**src/rtl/chr_map_pkg.sv**
```systemverilog
package chr_map_pkg;
  // CPU register decode kinds
  typedef enum logic [1:0] {
    CW_NONE = 2'd0,
    CW_SEL  = 2'd1,
    CW_DATA = 2'd2
  } cpu_wr_kind_e;

  // Result of the window lookup for one video access
  typedef struct packed {
    logic       hit;     // access to pattern space
    logic       cs_ram;  // window mapped to RAM
    logic [5:0] bank;    // effective bank number
  } win_sel_t;
endpackage

```
**src/rtl/chr_reg_file.sv**
```systemverilog
module chr_reg_file
  import chr_map_pkg::*;
#(
  parameter int CPU_AW = 16,
  parameter int DW     = 8,
  parameter int NREG   = 6,
  parameter int VW     = 7,
  parameter int IDXW   = 3
) (
  input  logic                     clk,
  input  logic                     rst,
  input  logic [CPU_AW-1:0]        cpu_addr,
  input  logic [DW-1:0]            cpu_data,
  input  logic                     cpu_we,
  output logic [NREG-1:0][VW-1:0]  bank_q,
  output logic                     inv_q
);
  localparam logic [2:0] WIN_TAG = 3'b100;

  cpu_wr_kind_e     kind;
  logic [IDXW-1:0]  idx_q;
  logic             unused_bits;

  always_comb begin
    kind = CW_NONE;
    if (cpu_we && cpu_addr[CPU_AW-1 -: 3] == WIN_TAG)
      kind = cpu_addr[0] ? CW_DATA : CW_SEL;
  end

  always_ff @(posedge clk) begin
    if (rst) begin
      idx_q <= '0;
      inv_q <= 1'b0;
    end else if (kind == CW_SEL) begin
      idx_q <= cpu_data[IDXW-1:0];
      inv_q <= cpu_data[DW-1];
    end
  end

  for (genvar g = 0; g < NREG; g++) begin : g_bank
    always_ff @(posedge clk) begin
      if (rst)
        bank_q[g] <= '0;
      else if (kind == CW_DATA && idx_q == IDXW'(g))
        bank_q[g] <= cpu_data[VW-1:0];
    end
  end

  assign unused_bits = ^{cpu_addr[CPU_AW-4:1], cpu_data[DW-1:VW], cpu_data[DW-2:IDXW]};
endmodule

```
**src/rtl/chr_window_sel.sv**
```systemverilog
module chr_window_sel
  import chr_map_pkg::*;
#(
  parameter int VAW   = 14,
  parameter int NREG  = 6,
  parameter int BANKW = 6,
  parameter int VW    = BANKW + 1
) (
  input  logic [VAW-1:0]           vid_addr,
  input  logic                     vid_act,
  input  logic                     inv,
  input  logic [NREG-1:0][VW-1:0]  bank_q,
  output win_sel_t                 sel
);
  localparam int CS_BIT = BANKW;
  localparam int FIRST_1K = 2;

  logic           half_hi;
  logic [2:0]     ri;
  logic [VW-1:0]  val;
  logic [BANKW-1:0] bk;

  always_comb begin
    half_hi = vid_addr[12] ^ inv;
    if (!half_hi)
      ri = {2'b00, vid_addr[11]};
    else
      ri = 3'(FIRST_1K) + {1'b0, vid_addr[11:10]};
    val = bank_q[ri];
    bk  = val[BANKW-1:0];
    if (!half_hi)
      bk[0] = vid_addr[10];
    sel.hit    = vid_act && !vid_addr[VAW-1];
    sel.cs_ram = val[CS_BIT];
    sel.bank   = 6'(bk);
  end
endmodule

```
**src/rtl/chr_out_stage.sv**
```systemverilog
module chr_out_stage
  import chr_map_pkg::*;
#(
  parameter int OFFW  = 10,
  parameter int BANKW = 6,
  parameter int RAMBW = 3,
  parameter int PAW   = BANKW + OFFW,
  parameter int RAW   = RAMBW + OFFW
) (
  input  logic              clk,
  input  logic              rst,
  input  win_sel_t          sel,
  input  logic [OFFW-1:0]   offs,
  input  logic              wr,
  output logic [PAW-1:0]    pat_addr,
  output logic [RAW-1:0]    ram_addr,
  output logic              rom_en,
  output logic              ram_en,
  output logic              ram_we
);
  always_ff @(posedge clk) begin
    if (rst) begin
      pat_addr <= '0;
      ram_addr <= '0;
      rom_en   <= 1'b0;
      ram_en   <= 1'b0;
      ram_we   <= 1'b0;
    end else begin
      pat_addr <= {sel.bank[BANKW-1:0], offs};
      ram_addr <= {sel.bank[RAMBW-1:0], offs};
      rom_en   <= sel.hit && !sel.cs_ram;
      ram_en   <= sel.hit && sel.cs_ram;
      ram_we   <= sel.hit && sel.cs_ram && wr;
    end
  end
endmodule

```
**src/rtl/chr_bank_mapper.sv**
```systemverilog
module chr_bank_mapper
  import chr_map_pkg::*;
#(
  parameter int CPU_AW = 16,
  parameter int DW     = 8,
  parameter int VAW    = 14,
  parameter int NREG   = 6,
  parameter int BANKW  = 6,
  parameter int RAMBW  = 3,
  parameter int OFFW   = 10,
  parameter int PAW    = BANKW + OFFW,
  parameter int RAW    = RAMBW + OFFW
) (
  input  logic              clk,
  input  logic              rst,
  input  logic [CPU_AW-1:0] cpu_addr,
  input  logic [DW-1:0]     cpu_data,
  input  logic              cpu_we,
  input  logic [VAW-1:0]    vid_addr,
  input  logic              vid_rd,
  input  logic              vid_we,
  output logic [PAW-1:0]    pat_addr,
  output logic [RAW-1:0]    ram_addr,
  output logic              rom_en,
  output logic              ram_en,
  output logic              ram_we
);
  localparam int VW = BANKW + 1;

  logic [NREG-1:0][VW-1:0] bank_q;
  logic                    inv_q;
  win_sel_t                sel;

  chr_reg_file #(.CPU_AW(CPU_AW), .DW(DW), .NREG(NREG), .VW(VW), .IDXW(3)) u_regs (
    .clk(clk), .rst(rst), .cpu_addr(cpu_addr), .cpu_data(cpu_data),
    .cpu_we(cpu_we), .bank_q(bank_q), .inv_q(inv_q)
  );

  chr_window_sel #(.VAW(VAW), .NREG(NREG), .BANKW(BANKW), .VW(VW)) u_win (
    .vid_addr(vid_addr), .vid_act(vid_rd | vid_we), .inv(inv_q),
    .bank_q(bank_q), .sel(sel)
  );

  chr_out_stage #(.OFFW(OFFW), .BANKW(BANKW), .RAMBW(RAMBW), .PAW(PAW), .RAW(RAW)) u_out (
    .clk(clk), .rst(rst), .sel(sel), .offs(vid_addr[OFFW-1:0]), .wr(vid_we),
    .pat_addr(pat_addr), .ram_addr(ram_addr), .rom_en(rom_en),
    .ram_en(ram_en), .ram_we(ram_we)
  );
endmodule

```
**config.mk**
```make
export PLATFORM = sky130hd
export DESIGN_NAME = chr_bank_mapper
export DESIGN_NICKNAME = d
export VERILOG_FILES = /design/src/rtl/chr_map_pkg.sv /design/src/rtl/chr_reg_file.sv /design/src/rtl/chr_window_sel.sv /design/src/rtl/chr_out_stage.sv /design/src/rtl/chr_bank_mapper.sv
export SDC_FILE = /design/constraint.sdc
export NUM_CORES = 1
export LEC_CHECK = 0
export BUFFER_PORTS_ARGS = -buffer_cell sky130_fd_sc_hd__buf_2
export CORE_MARGIN = 4
export CORE_UTILIZATION = 30
export DETAILED_ROUTE_END_ITERATION = 10
export MAX_ROUTING_LAYER = met4
export SYNTH_ARGS = -nofsm -noshare
export SYNTH_HDL_FRONTEND = slang
export SYNTH_HIERARCHICAL = 1
export SYNTH_SLANG_ARGS = --single-unit
export TNS_END_PERCENT = 100
```
**constraint.sdc**
```tcl
create_clock -name clk -period 1.4 [get_ports clk]
set_clock_uncertainty 0.05 [all_clocks]
set_input_delay 0.07 -clock clk [delete_from_list [all_inputs] [get_ports clk]]
set_output_delay 0.07 -clock clk [all_outputs]
set_load 0.02 [all_outputs]
```
==> out/metrics.yaml <==
area_growth_pct: 26.5
period_share_pct: 96.0
grt-busiest-layer: "met2"
timing.fmax_mhz: 744
rsz0062_at_grt: "true"
p_per_area_mw_per_mm2: 1100
numClockSinks: 63
status: "completed"
die_h_um: 107
p_switching_mw: 0.928
die_x_um: 107
diodes: 0
clkLatencyLatePin_ns: 0.33
drive_above_1_share_pct: 29.9
peakVddDrop_mv: 0.464
drc: 0
final_net_count: 396
r2r_cells: 6
setup_viol: 0
antenna_left: 0
gr-usage-met1_pct: 15.7
synth_nets: 326
grt_pass1_wl_um: 10900
finalCriticalPeriod_ns: 1.34
grt_pass1_vias: 2194
slew_headroom_pct: 69.3
critPathMaxFanout: 26
routed_wirelength_um: 6580
via_count: 2165
post_cts_buffers: 0
pin_count: 75
final_cell_area_mm2: 0.00368
use_met3_pct: 2.85
htree_levels: 3
drtIter0Drc: 92
dieArea_mm2: 0.0113
grt.total_usage_pct: 12.6
synth_cells: 283
combPwrFrac_pct: 10.4
dp_hpwl_um: 4460
whs_path_depth: 3
cts_tree: "done"
seq_power_share_pct: 45.5
final_hold_viol_count: 0
swShare_pct: 23.0
rows: 35
place_area_mm2: 0.00330
grt_util_met2_pct: 19.0
core_area_mm2: 0.00933
antenna_found_initial: 0
end_kind: "register"
path_class: "register to register"
postSynthAreaPerCell_um2: 10.3
dr.pass1.iters: 5
internal_power_mw: 3.11
cts-buffers-inserted: 9
cp-start-kind: "register"
place_congestion: 0.810
layout_common_cells: "buf_2, dfxtp_1, mux2i_1"
cap_violations: 0
yosysWarnings: 6
crit_arrival_ns: 1.52
placement.io_buffers: 62
worst_pin_slew_ns: 0.460
clk_pin_slew_ns: 0.07
cp.required_ns: 1.58
hold_path.class: "input port to register"
cts_root_buf: "clkbuf_8"
grt_max_degree: 30
p_leak_nw: 1.79
wl_per_cell_um: 13.5
fin_util_pct: 39.5
initial_core_util_pct: 31.2
clockBufferDepth: 2
grt-ovfl-total: 0
syn-cell-area_mm2: 0.00291
vias_per_cell: 4.45
clkPwrFrac_pct: 44.1
maxSlewViolCount: 0
==> registers in the layout, summed over array words and instances (netlist names) <==
signal,cells
u_out/ram_en,1
u_out/pat_addr,16
u_regs/bank_q,40
u_regs/inv_q,1
u_out/ram_we,1
u_regs/idx_q,3
u_out/rom_en,1
==> critical path, stage by stage (launching register included) <==
cell and delay [ns]:
dfxtp_4 0.37, xor2_4 0.16, buf_12 0.18, nand2_1 0.06, o211ai_1 0.08, o21ai_1 0.13
and4b_1 0.20
==> final cells by class <==
class                      instances  area [µm²]
fill                             906        5640
multi-input combinational        191        1470
sequential                        63        1260
timing repair buffer              88         563
tap                              129         161
clock buffer                      13         159
clock inverter                     3        65.1
==> layer usage <==
layer / up-vias / routed length, µm / share of wire, %
met5: - / 0 / 0
met1: 979 / 3260 / 50
met3: 14 / 414 / 6.3
met2: 76 / 2750 / 42
met4: 0 / 157 / 2.4
li1: 1096 / - / -
==> power groups by stage <==
stage / combinational [mW] / clock [mW] / sequential, mW
floorplan: 0.231 / 0 / 1.91
global placement: 0.386 / 0 / 1.88
detailed placement: 0.389 / 0 / 1.88
CTS: 0.421 / 1.83 / 1.84
global route: 0.454 / 1.93 / 1.84
finish: 0.418 / 1.78 / 1.84
==> path summary, 6_finish.rpt <==
check                   startpoint                end  slack, ns
setup reg to reg      u_regs/inv_q       u_out/ram_we       0.06
setup / recovery      u_regs/inv_q       u_out/ram_we       0.06
hold reg to reg   u_regs/bank_q[4]   u_regs/bank_q[4]       0.42
hold / removal         cpu_data[5]  u_regs/bank_q[19]       0.08
==> per-stage QoR <==
| step | total power [mW] | setup slack (ns) | hold slack, ns | TNS (ns) | std cells |
|---|---|---|---|---|---|
| finish | 4.03 | 0.0553 | 0.0800 | 0 | 487 |
| global route | 4.22 | -0.000617 | 0.112 | -0.000617 | 487 |
| CTS | 4.09 | 0.0310 | 0.0734 | 0 | 487 |
| detailed placement | 2.27 | -0.0132 | 0.232 | -0.0457 | 458 |
| global placement | 2.26 | 0.0105 | 0.230 | 0 | 458 |
| floorplan | 2.15 | 0.00451 | 0.0916 | 0 | 283 |
==> timing repair <==
| item | CTS | global route |
|---|---|---|
| setup endpoints to repair | 8 | 7 |
| endpoints found under the hold margin | 13 | 0 |
| pin swaps | 0 | 1 |
| cloned | 0 | 0 |
| hold buffers | 13 | 0 |
| gates resized for setup | 3 | 4 |
Note: power is estimated with default switching activity, not from simulation.
